===== src/rtl/mpr_pkg.sv =====
package mpr_pkg;

  // Seed value for stage idx: pairs of stages alternate 0,0,1,1,...
  function automatic logic seed_bit(input int unsigned idx);
    return ((idx >> 1) % 2) == 1;
  endfunction

endpackage


===== src/rtl/mpr_rst_sync.sv =====
module mpr_rst_sync (
  input  logic clk,
  input  logic rst_n,
  output logic rst_n_sync
);
  logic [1:0] sync_q;

  always_ff @(posedge clk or negedge rst_n) begin
    if (!rst_n) sync_q <= 2'b00;
    else        sync_q <= {sync_q[0], 1'b1};
  end

  assign rst_n_sync = sync_q[1];
endmodule


===== src/rtl/mpr_ctrl_cell.sv =====
module mpr_ctrl_cell #(
  parameter logic INIT = 1'b0
) (
  input  logic clk,
  input  logic rst_n,
  input  logic en,
  input  logic pred_i,
  input  logic succ_i,
  output logic q_o,
  output logic flip_o
);
  logic q_r;
  logic q_nxt;
  logic agree;

  // Muller C-element on (pred, ~succ): both equal -> follow, else hold
  always_comb begin
    agree = (pred_i != succ_i);
    q_nxt = agree ? pred_i : q_r;
  end

  always_ff @(posedge clk or negedge rst_n) begin
    if (!rst_n)  q_r <= INIT;
    else if (en) q_r <= q_nxt;
  end

  assign q_o    = q_r;
  assign flip_o = en & (q_nxt != q_r);

  assert_c_follow_R2: assert property (@(posedge clk) disable iff (!rst_n)
    (en && (pred_i != succ_i)) |=> (q_o == $past(pred_i)));

  assert_c_hold_R2: assert property (@(posedge clk) disable iff (!rst_n)
    (en && (pred_i == succ_i)) |=> $stable(q_o));

  assert_ctrl_idle_R7: assert property (@(posedge clk) disable iff (!rst_n)
    !en |=> $stable(q_o));
endmodule


===== src/rtl/mpr_data_cell.sv =====
module mpr_data_cell #(
  parameter int unsigned W    = 8,
  parameter logic        INIT = 1'b0
) (
  input  logic         clk,
  input  logic         rst_n,
  input  logic         load_i,
  input  logic [W-1:0] d_i,
  output logic [W-1:0] q_o
);
  logic [W-1:0] q_r;
  logic [W-1:0] q_nxt;

  always_comb begin
    q_nxt = load_i ? d_i : q_r;
  end

  always_ff @(posedge clk or negedge rst_n) begin
    if (!rst_n) q_r <= {W{INIT}};
    else        q_r <= q_nxt;
  end

  assign q_o = q_r;

  assert_load_copy_R3: assert property (@(posedge clk) disable iff (!rst_n)
    load_i |=> (q_o == $past(d_i)));

  assert_load_hold_R3: assert property (@(posedge clk) disable iff (!rst_n)
    !load_i |=> $stable(q_o));
endmodule


===== src/rtl/mpr_ring.sv =====
module mpr_ring #(
  parameter int unsigned UNITS = 8,
  parameter int unsigned WIDTH = 8
) (
  input  logic                     clk,
  input  logic                     rst_n,
  input  logic                     step_en,
  output logic [UNITS-1:0]         ctrl_o,
  output logic [UNITS*WIDTH-1:0]   data_o,
  output logic [WIDTH-1:0]         tap0_o
);
  localparam int unsigned HALF = UNITS / 2;

  if ((UNITS < 4) || ((UNITS % 4) != 0)) begin : g_bad_units
    $error("mpr_ring: UNITS must be a nonzero multiple of four");
  end

  logic             rst_int;
  logic [UNITS-1:0] ctrl;
  logic [UNITS-1:0] flip;
  logic [WIDTH-1:0] stage_q [UNITS];
  logic [UNITS-1:0] occ;

  mpr_rst_sync u_rst (
    .clk        (clk),
    .rst_n      (rst_n),
    .rst_n_sync (rst_int)
  );

  for (genvar i = 0; i < UNITS; i++) begin : g_unit
    localparam int unsigned PRV = (i + UNITS - 1) % UNITS;
    localparam int unsigned SUC = (i + 1) % UNITS;

    mpr_ctrl_cell #(.INIT(mpr_pkg::seed_bit(i))) u_ctrl (
      .clk    (clk),
      .rst_n  (rst_int),
      .en     (step_en),
      .pred_i (ctrl[PRV]),
      .succ_i (ctrl[SUC]),
      .q_o    (ctrl[i]),
      .flip_o (flip[i])
    );

    mpr_data_cell #(.W(WIDTH), .INIT(mpr_pkg::seed_bit(i))) u_data (
      .clk    (clk),
      .rst_n  (rst_int),
      .load_i (flip[i]),
      .d_i    (stage_q[PRV]),
      .q_o    (stage_q[i])
    );

    assign data_o[i*WIDTH +: WIDTH] = stage_q[i];
  end

  assign ctrl_o = ctrl;
  assign tap0_o = stage_q[0];

  // stage i holds an item when its control differs from its predecessor's
  assign occ = ctrl ^ {ctrl[UNITS-2:0], ctrl[UNITS-1]};

  assert_occupancy_R5: assert property (@(posedge clk) disable iff (!rst_int)
    ($countones(occ) == HALF) && ((occ & {occ[UNITS-2:0], occ[UNITS-1]}) == '0));

  assert_flip_half_R4: assert property (@(posedge clk) disable iff (!rst_int)
    step_en |-> ($countones(flip) == HALF) &&
                ((flip & {flip[UNITS-2:0], flip[UNITS-1]}) == '0));

  assert_tap_invert_R6: assert property (@(posedge clk) disable iff (!rst_int)
    flip[0] |=> (tap0_o == ~$past(tap0_o)));

  assert_tap_idle_R6: assert property (@(posedge clk) disable iff (!rst_int)
    !flip[0] |=> $stable(tap0_o));
endmodule


===== config.mk =====
export PLATFORM = sky130hd
export DESIGN_NAME = mpr_ring
export DESIGN_NICKNAME = d
export VERILOG_FILES = /design/src/rtl/mpr_pkg.sv /design/src/rtl/mpr_rst_sync.sv /design/src/rtl/mpr_ctrl_cell.sv /design/src/rtl/mpr_data_cell.sv /design/src/rtl/mpr_ring.sv
export SDC_FILE = /design/constraint.sdc
export NUM_CORES = 1
export LEC_CHECK = 0
export BUFFER_PORTS_ARGS = -buffer_cell sky130_fd_sc_hd__buf_4
export CELL_PAD_IN_SITES_DETAIL_PLACEMENT = 1
export CELL_PAD_IN_SITES_GLOBAL_PLACEMENT = 2
export CORE_MARGIN = 10
export CORE_UTILIZATION = 35
export CTS_CLUSTER_SIZE = 28
export DETAILED_ROUTE_END_ITERATION = 8
export GPL_ROUTABILITY_DRIVEN = 0
export PLACE_DENSITY = 0.78
export SLEW_MARGIN = 0
export SYNTH_ARGS = -nofsm -noshare
export SYNTH_HDL_FRONTEND = slang
export SYNTH_SLANG_ARGS = --single-unit

===== constraint.sdc =====
create_clock -name clk -period 4.6 [get_ports clk]
set_input_delay 0.46 -clock clk [delete_from_list [all_inputs] [get_ports clk]]
set_output_delay 0.46 -clock clk [all_outputs]
set_load 0.02 [all_outputs]

==> Yosys cells after proc, flatten, opt, wreduce, memory -nomap -nowiden <==
Index checks and enable logic that the tools add are counted.
{ "classes": {"magnitude_cmp": 0, "bitwise": 8, "n_div": 0, "n_reduce_logical": 0, "shift": 0, "muxes": 8, "eq_ne": 16, "multipliers": 0, "addsub": 0} }
{ "ops": {"columns": ["operator", "count"], "rows": [
  ["1-bit inequality test", 16],
  ["1-bit AND", 8],
  ["1-bit two-way mux", 8]
]} }
{ "word_totals": {"mem_bits_rw": 0, "romBits": 0, "reg_bits": 74, "mem_count": 0, "output_inout_bits": 80, "wordCells": 49, "latchBits": 0} }

==> Logic depth before layout (Yosys ltp) <==
Gate-level depths: netlist of the first run.
{ "logic_depth": {"word_depth": 4, "mapped_depth": 5} }

==> Hierarchy <==
A second synthesis of the first run with hierarchy kept.
{ "unflattened": {"hier_cells": 203, "hier_area_um2": 3362.0} }
{ "modules_own_cells": {"columns": ["mod", "instances", "cells_per_inst", "area_per_inst_um2"], "rows": [
  ["mpr_data_cell at g_unit[2].u_data ...", 4, 17, 341.6],
  ["mpr_data_cell at g_unit[0].u_data ...", 4, 17, 331.6],
  ["mpr_ctrl_cell at g_unit[2].u_ctrl ...", 4, 7, 70.1],
  ["mpr_ctrl_cell at g_unit[0].u_ctrl ...", 4, 7, 68.8],
  ["mpr_ring", 1, 8, 60.1],
  ["mpr_rst_sync", 1, 3, 53.8]
]} }

==> Least setup slack after synthesis of the first run <==
Ideal clock, no wire load.
{ "synth_path": {"path_type": "register to register", "startpoint": "register g_unit[2].u_ctrl.q_r", "endpoint": "register g_unit[3].u_data.q_r[0]", "stages_incl_launch_ff": 5, "t_arrival_ns": 1.484, "setup_slack_ns": 3.034, "required_time_ns": 4.518, "synth_period_minus_slack_ns": 1.566, "path_cell_list": "dfstp_2 -> buf_4 -> inv_1 -> o31ai_4 -> mux2_2"} }
{ "synth_between": {"elab_chain_len": 4} }
{ "synth_lines": {"columns": ["item", "line", "rtl"], "rows": [
  ["start, declared", "mpr_ctrl_cell.sv:12", "logic q_r;"],
  ["start signal, assigned", "mpr_ctrl_cell.sv:24", "else if (en) q_r <= q_nxt;"],
  ["1-bit inequality test", "mpr_ctrl_cell.sv:18", "agree = (pred_i != succ_i);"],
  ["1-bit two-way mux *", "mpr_ctrl_cell.sv:19", "q_nxt = agree ? pred_i : q_r;"],
  ["1-bit inequality test *", "mpr_ctrl_cell.sv:28", "assign flip_o = en & (q_nxt != q_r);"],
  ["1-bit AND *", "mpr_ctrl_cell.sv:28", null],
  ["end signal, assigned", "mpr_data_cell.sv:19", "if (!rst_n) q_r <= {W{INIT}};"],
  ["end signal, assigned", "mpr_data_cell.sv:20", "else q_r <= q_nxt;"],
  ["end, declared", "mpr_data_cell.sv:11", "logic [W-1:0] q_r;"]
]} }
Every way passes the cells marked *; elsewhere a longest branch is shown, timed or not.
A chain may end at the register's enable or synchronous reset.

==> Worst setup path in the final report of the first run <==
{ "layout_path": {"startpoint": "register g_unit[6].u_ctrl.q_r", "endpoint": "register g_unit[6].u_data.q_r[3]"} }
{ "layout_between": {"elab_chain_len": 3} }
{ "layout_lines": {"columns": ["item", "line"], "rows": [
  ["start, declared", "mpr_ctrl_cell.sv:12"],
  ["start signal, assigned", "mpr_ctrl_cell.sv:24"],
  ["1-bit two-way mux", "mpr_ctrl_cell.sv:19"],
  ["1-bit inequality test *", "mpr_ctrl_cell.sv:28"],
  ["1-bit AND *", "mpr_ctrl_cell.sv:28"],
  ["end signal, assigned", "mpr_data_cell.sv:19"],
  ["end signal, assigned", "mpr_data_cell.sv:20"],
  ["end, declared", "mpr_data_cell.sv:11"]
]} }
Marks and branches as above.

==> qor.yml, run 1 <==
status: "finished, final reports clean"
min_period_over_period: 0.396
antenna_found_initial: 0
ys_warn_count: 0
synthTopCellsByCount: "mux2_2, dfrtp_1, dfstp_2"
grt_max_degree: 73
ys_top_cells_by_area: "dfrtp_1, dfstp_2, mux2_2, buf_4, mux2_4"
num_rows: 34
synth_edf_count: 0
design_area_um2: 3960
ys_seq_area_frac: 0.594
regArea_um2: 1900
grt_use_total: 0.122
cts-root-buf: "clkbuf_8"
crit_fanout: 11
numCtsBuffers: 9
num_antenna_cells: 0
wl_per_cell_um: 19.7
vias: 1952
synth_area_per_cell_um2: 14.3
drt-total-wl_um: 7950
cts_max_level: 3
clock_latency_ns: 0.35
synth.most_common_cell: "mux2_2"
drv_slew: 0
cp.required_ns: 4.87
synth_cells: 223
start_util: 0.363
drc: 0
path_class: "register to register"
drtPass1Iterations: 4
path_clk_slew_ns: 0.08
clock_path_buffers: 2
cts_tree: "built"
area_growth_pct: 23.8
synthFlopType: "dfrtp_1"
numClockSinks: 74
max_freq_ghz: 0.548
multi_input_area_um2: 1090
syn-cell-area_um2: 3200
ant_nets: 0
synth.distinct_cells: 23
core-area_um2: 8810
async_reset_ff_frac: 1.00
rsz0062_at_grt: "no"
grt_pass1_wl_um: 12400
ir_drop_uv: 186
cp-start-kind: "register"
die_w_um: 116
die_area_um2: 13400
post_dp_cell_area_um2: 3770
fillCellCount: 948
nNetsFinal: 294
synth_top_area_frac: 0.298
first_iter_violations: 78
die_y_um: 116
setup_viol: 0
yosys.area.top_type: "dfrtp_1"
hold_viol_final: 0
fin_setup_tns_ns: 0
end_kind: "register"
drive_above_1_share: 0.703
fin_worst_skew_ns: 0.00861
numPortBuffers: 82
cp.arrival_ns: 2.09
tightest_slew_ns: 0.912
max_cap_viol_count: 0
grt_pass1_vias: 2138
io_pins: 83
synth.net_count: 226
min_period_ns: 1.82
vias_per_cell: 4.83
min_path_type: "register to register"
overflow: 0
hpwlAfterDp_um: 5680
ys_seq_elements: 74
leakage_uw: 0.00195
pwr_density_cell_nw_per_um2: 286
relSlewSlack: 0.392
==> final cells by class <==
cell class                 count  share of cell area
sequential                    74               0.480
multi-input combinational    117               0.276
timing repair buffer          84               0.160
clock buffer                  10              0.0348
tap                          108              0.0341
clock inverter                 6              0.0104
inverter                       5             0.00474
==> power breakdown <==
group	total (uW)	internal (uW)	switching, uW
Combinational	21.2	3.61	17.6
Clock	458	210	248
Sequential	653	653	0.189
==> kinds of logic (layout without fill, tap and decap cells) <==
group	after synthesis	in the layout	share of synthesized area
compound gates	30	30	0.0595
buf+inv	32	105	0.0642
flops	74	74	0.594
simple gates	22	22	0.0466
mux	64	64	0.235
other cells	1	1	0.00117
==> layer usage <==
metal,track usage,vias up,part of all wire
met5,0,-,0
met4,0.0456,0,0.011
met3,0.0455,8,0.067
met2,0.209,46,0.52
met1,0.136,1003,0.41
li1,-,895,-
==> placed cells by master, fill, tap and decap left out, drive strengths merged <==
cell	count
a21o	5
a21oi	14
buf	83
clkbuf	10
clkinv	2
clkinvlp	3
conb	1
dfrtp	38
dfstp	36
dlygate4sd3	1
inv	6
mux2	64
nand2	6
nand2b	4
nand3	5
nand4b	2
nand4bb	1
nor2	4
o21ai	8
o2bb2ai	1
o31a	1
o31ai	1
==> per-stage QoR <==
stage | cells | power (uW) | worst slack, ns | util | hold WS, ns
final | 404 | 1130 | 2.78 | 0.449 | 0.355
after detailed placement | 387 | 686 | 2.75 | 0.428 | 0.244
after global routing | 404 | 1180 | 2.70 | 0.449 | 0.375
after floorplan | 223 | 678 | 2.45 | - | 0.164
after global placement | 387 | 685 | 2.75 | 0.428 | 0.243
after CTS | 404 | 1160 | 2.75 | 0.449 | 0.357
==> critical path, cell delays in order (launching register included) <==
cell	delay, ns
dfstp_2	0.64
nand4bb_1	0.15
o31a_1	0.60
mux2_4	0.36
==> path summary, 6_finish.rpt <==
kind                                 startpoint                      end  slack (ns)  cells after the start
max reg2reg                g_unit[6].u_ctrl.q_o  g_unit[6].u_data.q_o[3]        2.78                      3
min in group asynchronous                 rst_n          u_rst.sync_q[1]        0.43                      2
min reg2reg                     u_rst.sync_q[0]          u_rst.sync_q[1]        0.35                      0
max                        g_unit[6].u_ctrl.q_o  g_unit[6].u_data.q_o[3]        2.78                      3
min                             u_rst.sync_q[0]          u_rst.sync_q[1]        0.35                      0
max in group asynchronous       u_rst.sync_q[1]     g_unit[4].u_ctrl.q_o        3.53                      1
==> what timing repair did <==
item	4_1_cts	5_1_grt
hold buffers	1	0
endpoints found under the hold margin	2	0
buffers inserted	0	0
gates resized for setup	0	0
==> sequential cells by signal, indices dropped and copies added (netlist names) <==
| signal | count |
|---|---|
| u_rst.sync_q | 2 |
| g_unit.u_data.q_o | 64 |
| g_unit.u_ctrl.q_o | 8 |
No activity file was read; power rests on OpenSTA's default activity.
==> inputs of run 2 (changes only) <==
- ABC_AREA: not set -> 1
- CORE_UTILIZATION: 35 -> 28
- PLACE_DENSITY: 0.78 -> 0.75
- clock period: 4.6 -> 1.6 ns (I/O delays scaled with it)
==> qor.yml, run 2 <==
cts_max_level: 3
rr_worst_depth: 6
synth.distinct_cells: 26
grt_pass1_wl_um: 16500
die_area_um2: 16400
most-common-layout-cells: "nand2_1, buf_4, nand3_1"
fin_setup_tns_ns: 0
post_cts.repair.setup_buffers: 0
min_period_over_period: 0.893
path_cells: "nand2_1 -> inv_1 -> nand3_2 -> nand2_2 -> nand2_1 -> nand2_1"
cts-root-buf: "clkbuf_16"
timing.hold.ws_ns: 0.139
cts_tree: "built"
cp.required_ns: 1.88
top_layer: "met4"
clock_path_buffers: 2
ys_seq_elements: 74
num_antenna_cells: 0
drive_above_1_share: 0.364
critPathBufInv: 1
wl_per_cell_um: 17.3
yosys.area.top_type: "dfrtp_1"
ant_nets: 0
num_rows: 39
drv_slew: 0
synth_area_per_cell_um2: 9.06
synthFlopType: "dfrtp_1"
numClockSinks: 74
async_reset_ff_frac: 1.00
path_common_cell: "nand2_1"
pre_cts_slack_ns: 0.125
max_cap_viol_count: 0
vias_per_cell: 4.67
synth_edf_count: 0
max_freq_ghz: 0.700
vias: 2720
rsz0062_at_grt: "no"
clock_latency_ns: 0.33
antenna_found_initial: 0
status: "finished, final reports clean"
multi_input_area_um2: 1180
route.met3.wl_um: 822
core-area_um2: 11400
fin_worst_skew_ns: 0.00662
grt_pass1_vias: 2971
setup_viol: 0
cp-start-kind: "register"
crit_fanout: 9
ys_top_cells_by_area: "dfrtp_1, dfstp_2, nand2_1, nand3_1, buf_4"
grt_use_total: 0.126
wl_met1_um: 4750
fillCellCount: 1333
hpwlAfterDp_um: 7460
syn-cell-area_um2: 3280
path_depth: 6
nNetsFinal: 438
synthTopCellsByCount: "nand2_1, nand3_1, dfrtp_1"
pwr_density_cell_nw_per_um2: 1340
ys_warn_count: 0
path_class: "register to register"
total_power_uw: 5670
path_delay_family: "simple AND/OR/NAND/NOR gates"
post_dp_cell_area_um2: 3940
wl_met2_um: 4470
grt_max_degree: 73
area_growth_pct: 29.5
regArea_um2: 1900
worst_path_max_delay_cell: "dfstp_2"
first_iter_violations: 173
synth.net_count: 365
design_area_um2: 4240
hold_viol_final: 0
numCtsBuffers: 9
layout_commonest_cell: "nand2_1"
path_clk_slew_ns: 0.06
drc: 0
end_kind: "register"
worst_slack_ns: 0.171
synth_cells: 362
cp.arrival_ns: 1.71
ir_drop_uv: 548
drtPass1Iterations: 4
io_pins: 83
min_path_type: "primary input to asynchronous set/reset pin"
start_util: 0.287
overflow: 0
min_period_ns: 1.43
drt-total-wl_um: 10100
cpPeakStageDelay_ns: 0.62
largest_reg_flops: 64
die_w_um: 128
synth_top_area_frac: 0.290
synth.most_common_cell: "nand2_1"
leakage_uw: 0.00223
numPortBuffers: 82
ys_seq_area_frac: 0.579
die_y_um: 128
run 2: changes by cell type in the layout (fill, tap and decap cells not counted), moves of 5 or more:
cell	delta
nand2_1	+148
mux2_2	-56
nand3_1	+53
a21oi_1	-14
clkbuf_16	+9
nand2_2	+9
nand4_1	+9
mux2_4	-8
clkbuf_8	-7
a21o_1	-5
run 2: cell type report:
type	instances	area share
multi-input cells	254	0.278
clock buffers	12	0.0628
repair buffers	85	0.154
clock inverters	4	0.00590
flip-flops and latches	74	0.447
inverters	11	0.00973
well taps	143	0.0422
run 2: final timing paths:
| path | startpoint | endpoint | slack (ns) |
|---|---|---|---|
| setup reg to reg | g_unit[6].u_ctrl.q_o | g_unit[6].u_data.q_o[6] | 0.17 |
| min in group clk | step_en | g_unit[6].u_ctrl.q_o | 0.19 |
| hold reg to reg | u_rst.sync_q[1] | g_unit[0].u_data.q_o[0] | 0.29 |
| setup / recovery | g_unit[6].u_ctrl.q_o | g_unit[6].u_data.q_o[6] | 0.17 |
| hold / removal | rst_n | u_rst.sync_q[1] | 0.14 |
| max in group asynchronous | u_rst.sync_q[1] | g_unit[3].u_data.q_o[6] | 0.95 |
run 2: metrics by stage:
| step | instances | util |
|---|---|---|
| after floorplan | 362 | - |
| after global placement | 566 | 0.345 |
| after detailed placement | 566 | 0.345 |
| after CTS | 583 | 0.371 |
| after global routing | 583 | 0.372 |
| final | 583 | 0.372 |
run 2: power by group:
group          internal (uW)  switching [uW]  total (uW)
clock network           1170             791        1960
registers               2020             262        2290
logic                    411            1010        1420
run 2: kinds of logic after synthesis:
| kind of cell | Yosys count | share of synthesized area |
|---|---|---|
| AO/OA/AOI/OAI | 13 | 0.0313 |
| other | 1 | 0.00114 |
| flip-flops | 74 | 0.579 |
| buffers and inverters | 34 | 0.0618 |
| AND/OR/NAND/NOR | 240 | 0.327 |
run 2: repair_timing:
item | in CTS | in global routing
hold buffers | 1 | 0
setup endpoints to repair | 0 | 2
endpoints found under the hold margin | 2 | 0
gates resized for setup | 0 | 1
run 2: per-layer routing:
layer	vias to the layer above	global-route usage
met5	-	0
met4	0	0.0219
met3	7	0.0596
met2	67	0.186
met1	1343	0.166
li1	1303	-
==> inputs of run 3 (changes only) <==
- CORE_UTILIZATION: 28 -> 31
- PLACE_DENSITY: 0.75 -> 0.78
- clock period: 1.6 -> 1.4 ns (I/O delays scaled with it)
==> qor.yml, run 3 (synthesized netlist as in run 2, its figures left out) <==
status: "finished, final reports clean"
die_y_um: 123
cts_tree: "built"
drv_slew: 0
die_w_um: 123
fin_setup_tns_ns: 0
ir_drop_uv: 640
layout_commonest_cell: "nand2_1"
critPathBufInv: 2
die_area_um2: 15100
ant_nets: 0
grt_use_total: 0.138
power.share.switching: 0.363
combPwrFrac: 0.323
clock_latency_ns: 0.35
crit_fanout: 6
vias_per_cell: 4.70
worst_r2r_endpoint: "g_unit[4].u_data.q_o[4]"
cp.required_ns: 1.26
min_period_ns: 1.35
antenna_found_initial: 0
max_cap_viol_count: 0
nNetsFinal: 454
drt-total-wl_um: 10200
utilization: 0.423
drc: 0
cts_max_level: 3
end_kind: "output pin"
fin_worst_skew_ns: 0.0123
total_power_uw: 6810
cpPeakStageDelay_ns: 0.61
start_util: 0.318
seqPwrFrac: 0.378
drive_above_1_share: 0.399
hold_viol_final: 0
max_freq_ghz: 0.739
area_growth_pct: 33.1
p_int_uw: 4340
clock_path_buffers: 2
grt_pass1_wl_um: 16400
cp.arrival_ns: 1.21
cp-start-kind: "register"
rsz0062_at_grt: "yes"
hpwlAfterDp_um: 7340
reg2reg_slack_ns: 0.08
worst_path_max_delay_cell: "dfstp_2"
num_antenna_cells: 0
wl_per_cell_um: 17.1
overflow: 0
leakage_uw: 0.00231
num_rows: 37
setup_viol: 0
core-area_um2: 10300
path_class: "register to output pin"
most-common-layout-cells: "nand2_1, buf_4, nand3_1"
io_pins: 83
clkPwrFrac: 0.299
drtPass1Iterations: 4
p_sw_uw: 2480
min_period_over_period: 0.967
cts-root-buf: "clkbuf_8"
numClockSinks: 74
first_iter_violations: 158
pwr_density_cell_nw_per_um2: 1560
rr_worst_depth: 5
numPortBuffers: 82
numCtsBuffers: 9
path_delay_family: "flip-flops"
vias: 2784
timing.rr.start: "g_unit[3].u_ctrl.q_o"
grt_pass1_vias: 3036
path_clk_slew_ns: 0.08
min_path_type: "primary input to asynchronous set/reset pin"
grt_max_degree: 73
largest_reg_flops: 64
path_cells: "buf_6 -> buf_4"
run 3: final cells by class:
| class | count | area, um2 |
|---|---|---|
| inverters | 11 | 41.3 |
| clock inverters | 7 | 118 |
| fillers | 1201 | 5960 |
| well taps | 136 | 170 |
| repair buffers | 101 | 790 |
| multi-input cells | 254 | 1220 |
| clock buffers | 9 | 124 |
| flip-flops and latches | 74 | 1900 |
run 3: worst max path at each step:
stage / slack [ns] / end / cells after the start / from
final: 0.05 / ctrl_o[7] / 2 / g_unit[7].u_ctrl.q_o
after global routing: -0.03 / g_unit[7].u_data.q_o[7] / 5 / g_unit[7].u_ctrl.q_o
after CTS: 0.003 / g_unit[6].u_data.q_o[7] / 6 / g_unit[6].u_ctrl.q_o
after detailed placement: -0.01 / g_unit[6].u_data.q_o[0] / 6 / g_unit[6].u_ctrl.q_o
after global placement: 0.01 / g_unit[6].u_data.q_o[7] / 6 / g_unit[6].u_ctrl.q_o
after floorplan: 0.12 / g_unit[6].u_data.q_o[0] / 7 / g_unit[6].u_ctrl.q_o
run 3: power by group through the flow:
stage / sequential [uW] / combinational (uW) / clock, uW
after floorplan: 2480 / 1450 / 0
after global placement: 2610 / 1780 / 0
after detailed placement: 2630 / 1820 / 0
after CTS: 2590 / 1870 / 2090
after global routing: 2620 / 2440 / 2190
final: 2580 / 2200 / 2040
run 3: what timing repair did:
item,in CTS,in global routing
cloned,0,0
hold buffers,1,0
pin swaps,0,1
hold endpoints to repair,2,0
endpoints found under the setup margin,9,55
resized for setup,1,13
buffers inserted,1,10
run 3: routing by layer:
layer  part of all wire  wire length, um  global-route usage
met5                  0                0                   0
met4              0.012              120              0.0412
met3              0.070              713              0.0496
met2               0.45             4590               0.210
met1               0.47             4720               0.181
run 3: stage by stage:
step / setup WS (ns) / instance area [um2] / cells / hold WS (ns)
3_3_place_gp: 0.0116 / 3980 / 564 / -0.0770
6_report: 0.0459 / 4360 / 592 / 0.105
5_1_grt: -0.0295 / 4360 / 592 / 0.0900
2_1_floorplan: 0.124 / 3280 / 362 / -0.156
4_1_cts: 0.00286 / 4250 / 582 / 0.0796
3_5_place_dp: -0.00991 / 3980 / 564 / -0.0756
